### src/rtl/stall_acct_pkg.sv
`timescale 1ns/1ps
// Package: shared constants and counter indexing for the stall accounter.
// Assumes: penalties are small compile-time constants.
package stall_acct_pkg;

    // Cycles lost per source that reads a register still being loaded.
    localparam int unsigned LOAD_PENALTY   = 2;
    // Cycles lost when a control transfer is taken.
    localparam int unsigned BRANCH_PENALTY = 2;
    // Number of source operands examined per instruction.
    localparam int unsigned NUM_SRC        = 2;

    // Position of each running counter in the accumulator bank.
    typedef enum int unsigned {
        CNT_TOTAL   = 0,
        CNT_LOAD    = 1,
        CNT_BRANCH  = 2,
        CNT_TAKEN   = 3,
        CNT_UNTAKEN = 4
    } cnt_sel_e;

    localparam int unsigned NUM_CNT = 5;

endpackage

### src/rtl/hazard_tracker.sv
`timescale 1ns/1ps
// Module: hazard_tracker
// Holds the pending and active load masks and prices the load-use stall
// of the instruction that is retiring now. The stall is combinational and
// uses the active mask as it was before this instruction.
// Assumes: at most one retirement per clock; indices are below NUM_REGS.
module hazard_tracker
    import stall_acct_pkg::*;
#(
    parameter int unsigned NUM_REGS = 16,
    parameter int unsigned TOT_W    = 11,
    localparam int unsigned IDX_W   = $clog2(NUM_REGS)
) (
    input  logic                 clk,
    input  logic                 rst_n,
    input  logic                 ret_valid,
    input  logic                 grp_first,
    input  logic [NUM_SRC-1:0]   src_vld,
    input  logic [IDX_W-1:0]     src_idx [NUM_SRC],
    input  logic                 is_load,
    input  logic [IDX_W-1:0]     load_dst,
    output logic [TOT_W-1:0]     load_stall
);

    logic [NUM_REGS-1:0] pend_q;
    logic [NUM_REGS-1:0] active_q;
    logic [NUM_REGS-1:0] pend_next;
    logic [NUM_SRC-1:0]  hit;

    // Per-source hit detection against the active mask.
    for (genvar s = 0; s < NUM_SRC; s++) begin : g_src
        assign hit[s] = src_vld[s] && active_q[src_idx[s]];
    end

    // Price the hits: a fixed penalty for every matching source.
    always_comb begin
        load_stall = '0;
        for (int s = 0; s < NUM_SRC; s++) begin
            if (hit[s]) begin
                load_stall = load_stall + TOT_W'(LOAD_PENALTY);
            end
        end
    end

    // Pending mask after this instruction: cleared at a group start, then the load bit.
    always_comb begin
        pend_next = grp_first ? '0 : pend_q;
        if (is_load) begin
            pend_next[load_dst] = 1'b1;
        end
    end

    // Promote the pending mask into the active mask at every retirement.
    always_ff @(posedge clk) begin
        if (!rst_n) begin
            pend_q   <= '0;
            active_q <= '0;
        end else if (ret_valid) begin
            pend_q   <= pend_next;
            active_q <= pend_next;
        end
    end

endmodule

### src/rtl/group_max.sv
`timescale 1ns/1ps
// Module: group_max
// Tracks the largest instruction cost seen in the current issue group and
// presents the charge for the total counter when the closing member retires.
// Assumes: groups are opened by a first member and not interleaved.
module group_max #(
    parameter int unsigned TOT_W = 11
) (
    input  logic             clk,
    input  logic             rst_n,
    input  logic             ret_valid,
    input  logic             grp_first,
    input  logic             grp_last,
    input  logic [TOT_W-1:0] instr_total,
    output logic             charge_en,
    output logic [TOT_W-1:0] charge
);

    logic [TOT_W-1:0] run_max_q;
    logic [TOT_W-1:0] prior;

    // Earlier members count only when this member does not open a group.
    assign prior = grp_first ? '0 : run_max_q;

    // Larger of the earlier members and the current one.
    always_comb begin
        charge = (instr_total > prior) ? instr_total : prior;
    end

    // The total counter is charged only by the closing member.
    assign charge_en = ret_valid && grp_last;

    // Remember the running maximum for the next member of the group.
    always_ff @(posedge clk) begin
        if (!rst_n) begin
            run_max_q <= '0;
        end else if (ret_valid) begin
            run_max_q <= charge;
        end
    end

endmodule

### src/rtl/sat_accum.sv
`timescale 1ns/1ps
// Module: sat_accum
// One running counter that adds an increment when enabled and clamps at
// its all-ones value instead of wrapping.
// Assumes: INC_W is smaller than CNT_W.
module sat_accum #(
    parameter int unsigned CNT_W = 32,
    parameter int unsigned INC_W = 11
) (
    input  logic             clk,
    input  logic             rst_n,
    input  logic             en,
    input  logic [INC_W-1:0] inc,
    output logic [CNT_W-1:0] count
);

    logic [CNT_W:0] sum;

    // Widened sum so that the carry flags an overflow.
    assign sum = {1'b0, count} + {{(CNT_W + 1 - INC_W){1'b0}}, inc};

    // Accumulate with clamping.
    always_ff @(posedge clk) begin
        if (!rst_n) begin
            count <= '0;
        end else if (en) begin
            count <= sum[CNT_W] ? {CNT_W{1'b1}} : sum[CNT_W-1:0];
        end
    end

endmodule

### src/rtl/stall_cycle_accounter.sv
`timescale 1ns/1ps
// Module: stall_cycle_accounter (top)
// Prices each retiring instruction (base + load-use stall + taken-branch
// stall), applies the pair-maximum rule to the total cycle counter and
// keeps saturating running counters for stalls and branch outcomes.
// Assumes: at most one retirement per clock; groups are well formed.
module stall_cycle_accounter
    import stall_acct_pkg::*;
#(
    parameter int unsigned NUM_REGS = 16,
    parameter int unsigned CYC_W    = 8,
    parameter int unsigned CNT_W    = 32,
    localparam int unsigned IDX_W   = $clog2(NUM_REGS),
    localparam int unsigned TOT_W   = CYC_W + 3
) (
    input  logic             clk,
    input  logic             rst_n,
    input  logic             ret_valid,
    input  logic             grp_first,
    input  logic             grp_last,
    input  logic [CYC_W-1:0] base_cycles,
    input  logic             src_a_vld,
    input  logic [IDX_W-1:0] src_a_idx,
    input  logic             src_b_vld,
    input  logic [IDX_W-1:0] src_b_idx,
    input  logic             is_load,
    input  logic [IDX_W-1:0] load_dst,
    input  logic             is_branch,
    input  logic             br_taken,
    output logic [TOT_W-1:0] instr_cycles,
    output logic [CNT_W-1:0] total_cycles,
    output logic [CNT_W-1:0] load_stall_cycles,
    output logic [CNT_W-1:0] branch_stall_cycles,
    output logic [CNT_W-1:0] taken_branches,
    output logic [CNT_W-1:0] untaken_branches
);

    logic [NUM_SRC-1:0] src_vld;
    logic [IDX_W-1:0]   src_idx [NUM_SRC];
    logic [TOT_W-1:0]   load_stall;
    logic [TOT_W-1:0]   branch_stall;
    logic [TOT_W-1:0]   instr_total;
    logic               charge_en;
    logic [TOT_W-1:0]   charge;
    logic               cnt_en  [NUM_CNT];
    logic [TOT_W-1:0]   cnt_inc [NUM_CNT];
    logic [CNT_W-1:0]   cnt_val [NUM_CNT];

    // Gather the source operands into indexed form.
    assign src_vld    = {src_b_vld, src_a_vld};
    assign src_idx[0] = src_a_idx;
    assign src_idx[1] = src_b_idx;

    hazard_tracker #(
        .NUM_REGS (NUM_REGS),
        .TOT_W    (TOT_W)
    ) u_hazard (
        .clk        (clk),
        .rst_n      (rst_n),
        .ret_valid  (ret_valid),
        .grp_first  (grp_first),
        .src_vld    (src_vld),
        .src_idx    (src_idx),
        .is_load    (is_load),
        .load_dst   (load_dst),
        .load_stall (load_stall)
    );

    // Taken control transfers pay a fixed penalty.
    assign branch_stall = (is_branch && br_taken) ? TOT_W'(BRANCH_PENALTY) : '0;

    // Full cost of the retiring instruction.
    assign instr_total = TOT_W'(base_cycles) + load_stall + branch_stall;

    group_max #(
        .TOT_W (TOT_W)
    ) u_gmax (
        .clk         (clk),
        .rst_n       (rst_n),
        .ret_valid   (ret_valid),
        .grp_first   (grp_first),
        .grp_last    (grp_last),
        .instr_total (instr_total),
        .charge_en   (charge_en),
        .charge      (charge)
    );

    // Route enables and increments to each counter slot.
    always_comb begin
        cnt_en[CNT_TOTAL]    = charge_en;
        cnt_inc[CNT_TOTAL]   = charge;
        cnt_en[CNT_LOAD]     = ret_valid;
        cnt_inc[CNT_LOAD]    = load_stall;
        cnt_en[CNT_BRANCH]   = ret_valid;
        cnt_inc[CNT_BRANCH]  = branch_stall;
        cnt_en[CNT_TAKEN]    = ret_valid && is_branch && br_taken;
        cnt_inc[CNT_TAKEN]   = TOT_W'(1);
        cnt_en[CNT_UNTAKEN]  = ret_valid && is_branch && !br_taken;
        cnt_inc[CNT_UNTAKEN] = TOT_W'(1);
    end

    // Bank of saturating counters, one per statistic.
    for (genvar c = 0; c < NUM_CNT; c++) begin : g_cnt
        sat_accum #(
            .CNT_W (CNT_W),
            .INC_W (TOT_W)
        ) u_acc (
            .clk   (clk),
            .rst_n (rst_n),
            .en    (cnt_en[c]),
            .inc   (cnt_inc[c]),
            .count (cnt_val[c])
        );
    end

    assign total_cycles        = cnt_val[CNT_TOTAL];
    assign load_stall_cycles   = cnt_val[CNT_LOAD];
    assign branch_stall_cycles = cnt_val[CNT_BRANCH];
    assign taken_branches      = cnt_val[CNT_TAKEN];
    assign untaken_branches    = cnt_val[CNT_UNTAKEN];

    // Register the cost of the instruction that just retired.
    always_ff @(posedge clk) begin
        if (!rst_n) begin
            instr_cycles <= '0;
        end else if (ret_valid) begin
            instr_cycles <= instr_total;
        end
    end

endmodule

### config.mk
export PLATFORM = sky130hd
export DESIGN_NAME = stall_cycle_accounter
export DESIGN_NICKNAME = d
export VERILOG_FILES = /design/src/rtl/stall_acct_pkg.sv /design/src/rtl/hazard_tracker.sv /design/src/rtl/group_max.sv /design/src/rtl/sat_accum.sv /design/src/rtl/stall_cycle_accounter.sv
export SDC_FILE = /design/constraint.sdc
export NUM_CORES = 1
export LEC_CHECK = 0
export BUFFER_PORTS_ARGS = -buffer_cell sky130_fd_sc_hd__buf_4
export CORE_ASPECT_RATIO = 0.8
export CORE_UTILIZATION = 50
export DETAILED_ROUTE_END_ITERATION = 7
export GPL_TIMING_DRIVEN = 0
export PLACE_DENSITY = 0.85
export SLEW_MARGIN = 20
export SYNTH_ARGS = -nofsm -noshare
export SYNTH_HDL_FRONTEND = slang
export SYNTH_SLANG_ARGS = --single-unit
### constraint.sdc
create_clock -name clk -period 6.6 [get_ports clk]
set_input_delay 0 -clock clk [delete_from_list [all_inputs] [get_ports clk]]
set_output_delay 0 -clock clk [all_outputs]
set_load 0.1 [all_outputs]
; ---- After elaboration in Yosys (flattened, before gate mapping)
; Index checks and enable logic that the tools add are counted.
[word_totals]
reg_bits = 198
latch_bits = 0
ram_bits = 0
romBits = 0
input_bits = 30
out_inout_bits = 171
mem_count = 0
[op_classes]
n_addsub = 8
mul = 0
n_div = 0
magnitude_cmp = 5
eq_ne = 0
shift = 0
n_mux = 18
bitwise_logic = 1
reduce_logical = 9
[op_table]
columns = op, count
row1 = 32-bit 2-to-1 mux, 5
row2 = "32-bit by 1-bit adder with 33-bit output, second input constant", 2
row3 = 32-bit by 11-bit adder with 33-bit output, 2
row4 = 32-bit by 2-bit adder with 33-bit output, 1
row5 = 11-bit 2-to-1 mux, 3
row6 = 16-bit 2-to-1 mux, 2
row7 = 16-bit bitwise OR, 1
row8 = "4-bit by 5-bit less-than comparator with 1-bit output, second input constant", 3
row9 = 11-bit by 2-bit adder with 11-bit output, 1
row10 = 8-bit by 11-bit adder with 11-bit output, 1
row11 = 11-bit greater-than comparator, 1
row12 = 1-bit binary-select mux with 4-bit select, 2
row13 = 1-bit logical AND, 8
row14 = 1-bit demux with 4-bit select, 1
row15 = "4-bit by 1-bit >= comparator with 1-bit output, second input constant", 1
row16 = 2-bit 2-to-1 mux, 2
row17 = "2-bit by 2-bit adder with 3-bit output, second input constant", 1
row18 = 1-bit 2-to-1 mux, 3
row19 = 1-bit zero test, 1

; ---- Depth between registers and ports, before layout
; Gate-level depths: netlist (run 1).
[logic_depth]
depth_word = 12
ltp_mapped = 31
depth_no_buf = 29

; ---- By module
; A second synthesis (run 1) with hierarchy kept.
[unflattened]
cells_unflattened = 1425
hier_area_um2 = 12733.5
[modules_own_cells]
columns = module, n_inst, cells_each, area_each_um2
row1 = sat_accum (g_cnt[2].u_acc ...), 3, 217, 1928.1
row2 = sat_accum (g_cnt[1].u_acc), 1, 239, 2093.3
row3 = sat_accum (g_cnt[0].u_acc), 1, 214, 1945.6
row4 = hazard_tracker, 1, 112, 1021.0
row5 = stall_cycle_accounter, 1, 113, 983.4
row6 = group_max, 1, 96, 905.9

; ---- Least setup slack after synthesis (run 1)
; No wires, ideal clock.
[synth_timing]
kind = reg2reg
from = register u_hazard.pend_q[15] (netlist name)
to = register g_cnt[0].u_acc.count[1]
setup_time_ns = 0.060
arrival_time_ns = 6.340
t_required_ns = 6.540
slack_ns = 0.200
stages_incl_launch_ff = 32
n_path_buf = 2
period_less_slack_ns = 6.400
path_cell_list = dfxtp_1 mux4_2 mux4_2 and2_1 ha_1 inv_1 fa_1 inv_1 ha_1 a21oi_1 nor2b_1 xnor2_1 inv_1 ha_1 a31oi_1 a21oi_1 o32ai_1 a22o_1 buf_2 nand2_1 o21ai_0 ha_1 inv_1 fa_1 nor2b_1 o31a_1 o21ai_0 a21oi_1 nor3_1 o41ai_1 buf_2 o221a_2
[synth_lines]
columns = element, line_no
row1 = "end signal, assigned", sat_accum.sv:27  ; count <= sum[CNT_W] ? {CNT_W{1'b1}} : sum[CNT_W-1:0];
row2 = "end, declared", sat_accum.sv:14  ; output logic [CNT_W-1:0] count

==> results of run 1 <==
-- per-layer routing --
metal	track usage	vias up	share of wire
li1	-	4718	-
met1	0.386	4773	0.43
met2	0.448	481	0.47
met3	0.0500	52	0.080
met4	0.0829	0	0.019
met5	0	-	0
-- worst min-delay path, cell delays in order --
cell and delay [ns]:
buf_4 0.12, nand2_1 0.11, nor2_4 0.06, nand2_1 0.08, a21oi_1 0.06
-- timing repair --
item	4_1_cts	5_1_grt
buffers inserted	11	10
setup endpoints to repair	32	32
pin swaps	7	19
gates cloned	1	1
endpoints found under the hold margin	15	0
gates resized for setup	24	44
hold buffers	8	0
-- how the worst min path moves through the flow --
stage / start / slack, ns / to
final: base_cycles[7] / 0.05 / instr_cycles[8]
after global placement: base_cycles[0] / 0.30 / instr_cycles[0]
after detailed placement: base_cycles[0] / 0.33 / instr_cycles[0]
after floorplan: base_cycles[0] / 0.17 / instr_cycles[0]
after CTS: base_cycles[7] / 0.008 / instr_cycles[8]
after global routing: base_cycles[7] / 0.05 / instr_cycles[8]
-- registers in the layout, summed over array words and instances (netlist names) --
signal,count
u_hazard.pend_q,16
instr_cycles,9
g_cnt.u_acc.count,160
u_gmax.run_max_q,11
-- report_power, final --
group	internal [W]	switching, W	total [W]
Combinational	0.000118	0.000229	0.000347
Sequential	0.00120	0.0000144	0.00121
Clock	0.000613	0.000483	0.00110
-- kinds of logic after synthesis --
kind of cell,count (synthesis),share of synthesized area
AOI/OAI and AO/OA,273,0.176
xor gates and xnor gates,111,0.0982
adders and majority gates,30,0.0396
buffers and inverters,86,0.0340
DFF,196,0.391
muxes,21,0.0335
other,1,0.000373
and+or+nand+nor,444,0.228
-- cell type report --
class	instances	area share
multi-input cells	882	0.467
clock inverters	12	0.0133
plain buffers	55	0.0183
clock buffers	19	0.0340
well taps	258	0.0248
repair buffers	227	0.132
inverters	30	0.00865
flip-flops and latches	196	0.302
-- cell usage after synthesis (7+ instances only) --
cell	instances
nor2_1	85
nand2_1	92
o221a_2	14
nor2b_1	14
a21o_1	7
o21ai_0	22
and4_1	16
nand2b_1	14
ha_1	27
dfxtp_1	196
nand3_1	65
and3_1	45
a22oi_1	10
a21oi_1	135
mux4_2	10
a31oi_1	15
clkbuf_1	46
o21a_1	9
xor2_1	62
inv_1	29
mux2i_1	10
nor3_1	32
a211oi_1	12
and2_1	20
nand4_1	32
xnor2_1	48
nor4_1	8
-- metrics by stage --
step | total power (W) | worst slack [ns] | cell area [um^2] | std cells
after floorplan | 0.00145 | 0.200 | 10000 | 1163
after global placement | 0.00153 | -0.745 | 11800 | 1618
after detailed placement | 0.00153 | -0.936 | 11800 | 1618
after CTS | 0.00263 | 0.00128 | 12700 | 1668
after global routing | 0.00274 | -0.0593 | 13000 | 1679
final | 0.00266 | 0.165 | 13000 | 1679
==> flow_summary_export.csv, run 1 <==
group,metric,value,unit
routing,first_pass_iters,6,
synth,async_flop_share,0,
synth,ys_types,70,
synth,ys_seq_elements,196,
synth,synthFlopType,"dfxtp_1",
routing,totalWireLength,30.2,mm
setup_path,critPathTopFamily,"adder cells",
global_routing,grt_max_degree,18,
floorplan,start_util,0.520,
layout,fillers,1511,
setup_path,cp_common_cell,"fa_2",
layout,layout_common_cells,"buf_4, dfxtp_1, a21oi_1",
synth,synth.area.top_cells,"dfxtp_1, a21oi_1, xor2_1",
placement,dp_hpwl,21.2,mm
synth,ys_warn_count,0,
clock_tree,worstSkewPairLatency,0.44,ns
setup_path,worstSetupPathType,"flop to flop",
timing,setup_viol_count_final,0,
layout,drive_gt1_frac,0.238,
setup_path,rrSetupSlack,0.17,ns
setup_path,critPathBufInv,6,
synth,netlist_area,10000,um^2
clock_tree,cts.path.max_buffers,2,
floorplan,die_h,129,um
clock_tree,path_clk_slew,0.07,ns
synth,yosysSeqAreaShare,0.391,
routing,dr_total_vias,10024,
setup_path,required,6.98,ns
timing,min_period,6.43,ns
synth,syn-instance-count,1162,
global_routing,grt_pass1_wl,46.2,mm
run_status,status,"finished, final reports clean",
clock_tree,ctsHtreeMaxLevel,4,
clock_tree,clock-sinks,196,
routing,viasPerCell,5.97,
synth,synth_edf_count,0,
global_routing,overflow,0,
layout,layout.nets,1469,
global_routing,grt_pass1_vias,8985,
clock_tree,root_buffer,"clkbuf_16",
floorplan,core,19300,um^2
floorplan,rows,45,
floorplan,ios,201,
setup_path,r2r_end,"g_cnt[0].u_acc.count[7]",
routing,wl_per_cell,18.0,um
global_routing,grtUsageTotal,0.280,
setup_path,worst_setup_path_end_kind,"flop",
synth,synth_area_per_cell,8.64,um^2
setup_path,max_stage_delay,0.49,ns
synth,yosysTopAreaCell,"dfxtp_1",
timing,tightest_slew,0.957,ns
placement,io_buffer_count,197,
min_path,hp-class,"primary input to flop",
layout,final-seq-area,3930,um^2
routing,ant_nets,0,
synth,netlist.area_leader.share,0.391,
setup_path,endpoint,"g_cnt[0].u_acc.count[7]",
floorplan,die_area,20700,um^2
layout,diodes,0,
timing,maxSlewViolCount,0,
routing,drc,0,
global_routing,antenna_found_initial,0,
timing,hold_viol_final,0,
job,maxCapViolations,0,
layout,multi_input_area,6080,um^2
layout,final_core_util,0.674,
clock_tree,numCtsBuffers,17,
setup_path,r2r_cells,30,
setup_path,slowest_stage,"mux4_2",
layout,syn_to_final_growth,29.6,%
timing,finalCritPeriodShare,0.975,
setup_path,r2r-start,"u_hazard.pend_q[11]",
timing,finalSetupTns,0,ns
min_path,hold_depth,5,
floorplan,die_x,160,um
clock_tree,tritoncts,"done",
power,power.density,204,nW/um^2
setup_path,start_kind,"flop",
timing,fin_skew,0.0107,ns
timing,slew_headroom,0.356,
routing,drtIter0Drc,792,
power,p_leak,5.19,nW
layout,layout_commonest_cell,"buf_4",
setup_path,cp.arrival,6.81,ns
setup_path,critical_path_depth,30,
setup_path,cp_max_fo,8,
setup_path,crit_start,"u_hazard.pend_q[11]",
timing,hold_slack,0.0532,ns
placement,gp_congestion,0.911,
timing,timing.fmax,155,MHz
power,vdd_drop_max,0.000154,V
Power figures use the tool's default switching activity.
==> run 2, diff against run 1 <==
--- a/config.mk
+++ b/config.mk
@@ -6,7 +6,6 @@
 export NUM_CORES = 1
 export LEC_CHECK = 0
 export BUFFER_PORTS_ARGS = -buffer_cell sky130_fd_sc_hd__buf_4
-export CORE_ASPECT_RATIO = 0.8
 export CORE_UTILIZATION = 50
 export DETAILED_ROUTE_END_ITERATION = 7
 export GPL_TIMING_DRIVEN = 0
==> flow_summary_export.csv, run 2 (synthesis gave the netlist of run 1 again) <==
group,metric,value,unit
min_path,min_from,"is_load",
timing,finalCritPeriodShare,1.01,
power,p_clk_frac,0.405,
layout,largest_register,"g_cnt.u_acc.count",
timing,hold_slack,0.0575,ns
layout,fillers,1486,
setup_path,r2r-start,"u_hazard.pend_q[15]",
power,power.density,201,nW/um^2
power,vdd_drop_max,0.000189,V
floorplan,die_area,20700,um^2
global_routing,grtUsageTotal,0.285,
timing,setup_viol_count_final,8,
floorplan,ios,201,
setup_path,worstSetupPathType,"flop to flop",
clock_tree,numCtsBuffers,17,
global_routing,grt_max_degree,18,
global_routing,antenna_found_initial,0,
power,power.total,0.00262,W
floorplan,start_util,0.513,
floorplan,die_h,144,um
clock_tree,path_clk_slew,0.07,ns
floorplan,die_x,144,um
run_status,violations,"setup timing",
layout,layout_common_cells,"buf_4, dfxtp_1, a21oi_1",
layout,multi_input_area,6120,um^2
layout,reg.largest.list,"g_cnt.u_acc.count (160), u_hazard.pend_q (16), u_gmax.run_max_q (11)",
setup_path,start_kind,"flop",
min_path,hold_depth,4,
floorplan,core,19600,um^2
global_routing,overflow,0,
power,p_seq_frac,0.462,
routing,first_pass_iters,5,
power,p_leak,5.23,nW
setup_path,cp_max_fo,6,
floorplan,rows,51,
clock_tree,root_buffer,"clkbuf_16",
layout,drive_gt1_frac,0.242,
routing,drc,0,
routing,drtIter0Drc,857,
layout,layout.nets,1475,
clock_tree,tritoncts,"done",
timing,rsz0062_at_grt,"true",
layout,syn_to_final_growth,30.4,%
global_routing,grt_pass1_wl,46.2,mm
routing,wl_per_cell,18.2,um
setup_path,max_stage_delay,0.57,ns
layout,final-seq-area,3930,um^2
timing,timing.fmax,150,MHz
setup_path,rrSetupSlack,-0.06,ns
clock_tree,clock-sinks,196,
timing,tightest_slew,0.929,ns
layout,layout_commonest_cell,"buf_4",
setup_path,required,6.99,ns
timing,min_period,6.66,ns
setup_path,r2r_end,"g_cnt[0].u_acc.count[7]",
timing,maxSlewViolCount,0,
routing,viasPerCell,5.96,
power,power.internal,0.00189,W
routing,dr_total_vias,10092,
setup_path,cp.arrival,7.05,ns
power,swShare,0.279,
global_routing,grt_pass1_vias,9349,
clock_tree,ctsHtreeMaxLevel,4,
routing,totalWireLength,30.7,mm
routing,ant_nets,0,
placement,gp_congestion,0.955,
min_path,hp-class,"primary input to flop",
placement,io_buffer_count,197,
setup_path,worst_setup_path_end_kind,"flop",
min_path,min_to,"u_hazard.pend_q[7]",
power,combPwrFrac,0.133,
clock_tree,worstSkewPairLatency,0.44,ns
timing,fin_skew,0.0120,ns
placement,dp_hpwl,20.7,mm
timing,fin_ws,-0.0612,ns
timing,slew_headroom,0.375,
job,maxCapViolations,0,
run_status,status,"complete, but fails checks",
timing,hold_viol_final,0,
layout,diodes,0,
power,p_sw,0.000733,W
setup_path,r2r_cells,29,
layout,largest_reg_flops,160,
setup_path,slowest_stage,"or4b_4",
clock_tree,cts.path.max_buffers,2,
==> run 2: worst max-delay path: cells and delay by family (launching register included) <==
family / cells / cell delay (ns)
muxes: 2 / 0.99
and+or+nand+nor: 5 / 1.01
adders and majority gates: 6 / 1.70
buffers and inverters: 6 / 0.59
xor gates and xnor gates: 1 / 0.20
DFF: 1 / 0.33
AOI/OAI and AO/OA: 9 / 1.77
==> run 2: final cells by class <==
cell class                 count  area share
multi-input combinational    882       0.467
sequential                   196       0.300
timing repair buffer         232       0.135
clock buffer                  19      0.0338
tap                          265      0.0253
buffer                        56      0.0187
clock inverter                13      0.0109
inverter                      30     0.00860
==> run 2: worst max-delay path by stage <==
stage | from | to | depth (start not counted)
finish | u_hazard.pend_q[15] | g_cnt[0].u_acc.count[7] | 29
global route | u_hazard.pend_q[15] | g_cnt[0].u_acc.count[7] | 29
global placement | u_hazard.pend_q[15] | g_cnt[0].u_acc.count[8] | 31
floorplan | u_hazard.pend_q[15] | g_cnt[0].u_acc.count[1] | 31
detailed placement | u_hazard.pend_q[15] | g_cnt[0].u_acc.count[7] | 31
CTS | u_hazard.pend_q[15] | g_cnt[0].u_acc.count[31] | 26
==> run 2: power by group through the flow <==
| stage | Combinational [W] | Clock, W | Sequential (W) |
|---|---|---|---|
| after CTS | 0.000310 | 0.00107 | 0.00121 |
| after global placement | 0.000286 | 0 | 0.00124 |
| after global routing | 0.000367 | 0.00112 | 0.00121 |
| final | 0.000349 | 0.00106 | 0.00121 |
| after floorplan | 0.000132 | 0 | 0.00131 |
| after detailed placement | 0.000292 | 0 | 0.00124 |
==> run 2: timing repair <==
action,CTS,global route
cloned,1,1
endpoints found under the setup margin,32,32
buffers inserted,8,15
gates resized for setup,24,52
endpoints found under the hold margin,17,0
pin swaps,10,25
hold buffers,11,0
==> run 2: stage by stage <==
stage               instances   util  instance area [um^2]  setup slack (ns)  setup TNS (ns)
finish                   1693  0.668                 13100           -0.0612          -0.294
floorplan                1163      -                 10000             0.200               0
global route             1693  0.668                 13100            -0.211           -4.34
CTS                      1677  0.649                 12700           0.00185               0
detailed placement       1625  0.605                 11900            -0.710          -17.68
global placement         1625  0.605                 11900            -0.656          -14.94
==> run 2: layer usage <==
metal  track usage  up-vias  routed length, um
met3        0.0407      120               2280
li1              -     4719                  -
met4         0.148        0               1350
met1         0.358     4740              12400
met2         0.474      513              14700
met5             0        -                  0
==> run 3, diff against run 2 <==
--- a/config.mk
+++ b/config.mk
@@ -6,10 +6,11 @@
 export NUM_CORES = 1
 export LEC_CHECK = 0
 export BUFFER_PORTS_ARGS = -buffer_cell sky130_fd_sc_hd__buf_4
+export CORE_MARGIN = 2
 export CORE_UTILIZATION = 50
 export DETAILED_ROUTE_END_ITERATION = 7
 export GPL_TIMING_DRIVEN = 0
-export PLACE_DENSITY = 0.85
+export PLACE_DENSITY_LB_ADDON = 0.3
 export SLEW_MARGIN = 20
 export SYNTH_ARGS = -nofsm -noshare
 export SYNTH_HDL_FRONTEND = slang
==> flow_summary_export.csv, run 3 (synthesis gave the netlist of run 1 again) <==
group,metric,value,unit
global_routing,grtUsageMet3,0.0514,
clock_tree,ctsHtreeMaxLevel,4,
setup_path,r2r_cells,28,
routing,first_pass_iters,5,
timing,timing.fmax,152,MHz
layout,layout_common_cells,"buf_4, dfxtp_1, a21oi_1",
setup_path,cp_max_fo,10,
global_routing,antenna_found_initial,0,
global_routing,grt_pass1_wl,46.7,mm
min_path,min_from,"is_load",
layout,syn_to_final_growth,29.8,%
timing,finalCritPeriodShare,0.998,
routing,viasPerCell,5.82,
job,maxCapViolations,0,
routing,dr_total_vias,9822,
setup_path,required,6.95,ns
timing,hold_viol_final,0,
setup_path,r2r-start,"u_hazard.pend_q[12]",
timing,min_period,6.58,ns
floorplan,ios,201,
setup_path,cp.arrival,6.93,ns
global_routing,grt-busiest-layer,"met2",
clock_tree,tritoncts,"done",
layout,drive_gt1_frac,0.240,
layout,layout.nets,1469,
floorplan,die_x,146,um
clock_tree,cts.path.max_buffers,2,
power,vdd_drop_max,0.000182,V
setup_path,worst_setup_path_end_kind,"flop",
setup_path,slowest_stage,"fa_2",
placement,dp_hpwl,20.9,mm
global_routing,grtUsageTotal,0.267,
global_routing,grt_pass1_vias,9304,
setup_path,crit_start,"u_hazard.pend_q[12]",
clock_tree,path_clk_slew,0.07,ns
power,p_leak,5.21,nW
clock_tree,worstSkewPairLatency,0.44,ns
timing,fin_skew,0.0134,ns
timing,slew_headroom,0.393,
global_routing,overflow,0,
clock_tree,root_buffer,"clkbuf_16",
global_routing,met1_usage,0.344,
placement,io_buffer_count,197,
min_path,hold_depth,4,
floorplan,die_area,21200,um^2
setup_path,max_stage_delay,0.57,ns
power,power.total,0.00261,W
routing,drtIter0Drc,688,
min_path,min_to,"u_hazard.pend_q[7]",
power,power.density,200,nW/um^2
floorplan,rows,51,
setup_path,worstSetupPathType,"flop to flop",
timing,hold_slack,0.0350,ns
layout,diodes,0,
setup_path,cp_common_cell,"buf_4",
timing,maxSlewViolCount,0,
min_path,hp-class,"primary input to flop",
placement,placed_cells,1625,
routing,totalWireLength,29.3,mm
routing,ant_nets,0,
global_routing,grtUsageMet2,0.443,
layout,largest_register,"g_cnt.u_acc.count",
setup_path,start_kind,"flop",
timing,setup_viol_count_final,0,
layout,largest_reg_flops,160,
floorplan,core,19600,um^2
routing,drc,0,
floorplan,start_util,0.513,
layout,layout_commonest_cell,"buf_4",
timing,tightest_slew,0.903,ns
clock_tree,numCtsBuffers,17,
floorplan,die_h,146,um
setup_path,r2r_end,"g_cnt[0].u_acc.count[16]",
timing,rsz0062_at_grt,"true",
global_routing,grt_max_degree,18,
placement,gp_congestion,0.912,
run_status,status,"finished, final reports clean",
clock_tree,clock-sinks,196,
layout,reg.largest.list,"g_cnt.u_acc.count (160), u_hazard.pend_q (16), u_gmax.run_max_q (11)",
routing,wl_per_cell,17.4,um
layout,finalNonFillerCells,1687,
setup_path,rrSetupSlack,0.02,ns
## run 3: cell types whose count changed in the layout (fill, tap and decap cells not counted), moves of 2 or more
cell / change
a21oi_1: +2
clkinv_4: +2
buf_4: -2
clkinv_2: -4
dlygate4sd3_1: -3
a21oi_2: -3
ha_1: +2
## run 3: how the worst max path moves through the flow
stage                                to  cells after the start  slack, ns
2_1_floorplan   g_cnt[0].u_acc.count[1]                     31       0.20
3_3_place_gp    g_cnt[0].u_acc.count[3]                     31      -0.63
3_5_place_dp    g_cnt[0].u_acc.count[5]                     31      -0.69
4_1_cts         g_cnt[0].u_acc.count[9]                     29      0.009
5_1_grt        g_cnt[0].u_acc.count[31]                     25      -0.16
6_report       g_cnt[0].u_acc.count[16]                     28       0.02
## run 3: through the flow
step / TNS [ns] / utilization / instance area, um^2 / worst slack [ns]
2_1_floorplan: 0 / - / 10000 / 0.200
3_3_place_gp: -14.12 / 0.605 / 11900 / -0.631
3_5_place_dp: -17.11 / 0.605 / 11900 / -0.690
4_1_cts: 0 / 0.651 / 12700 / 0.00902
5_1_grt: -1.80 / 0.666 / 13000 / -0.164
6_report: 0 / 0.666 / 13000 / 0.0153
## run 3: cell type report
class	instances	area, um^2
buffer	55	245
clock buffer	21	460
clock inverter	11	139
fill	1592	6550
inverter	30	113
multi-input combinational	882	6100
sequential	196	3930
tap	265	332
timing repair buffer	227	1730
## run 3: timing repair
action,4_1_cts,5_1_grt
buffers inserted,7,14
pin swaps,9,26
cloned,2,0
setup endpoints to repair,32,32
resized for setup,26,47
hold buffers,8,0
hold endpoints to repair,12,0
## run 3: power breakdown
part           switching, W  internal [W]  total, W
Clock              0.000475      0.000588   0.00106
Combinational      0.000225      0.000114  0.000339
Sequential        0.0000138       0.00120   0.00121
## run 3: worst max-delay path, delay by kind of cell, from the launching register on
kind	cells	cell delay [ns]
muxes	2	0.96
DFF	1	0.33
AOI/OAI and AO/OA	10	2.19
and+or+nand+nor	5	0.75
adders and majority gates	4	1.47
buffers and inverters	7	0.80
## run 3: per-layer routing
metal / wire length [um] / part of all wire
met1: 12500 / 0.43
met2: 14100 / 0.48
met3: 1840 / 0.063
met4: 858 / 0.029
met5: 0 / 0
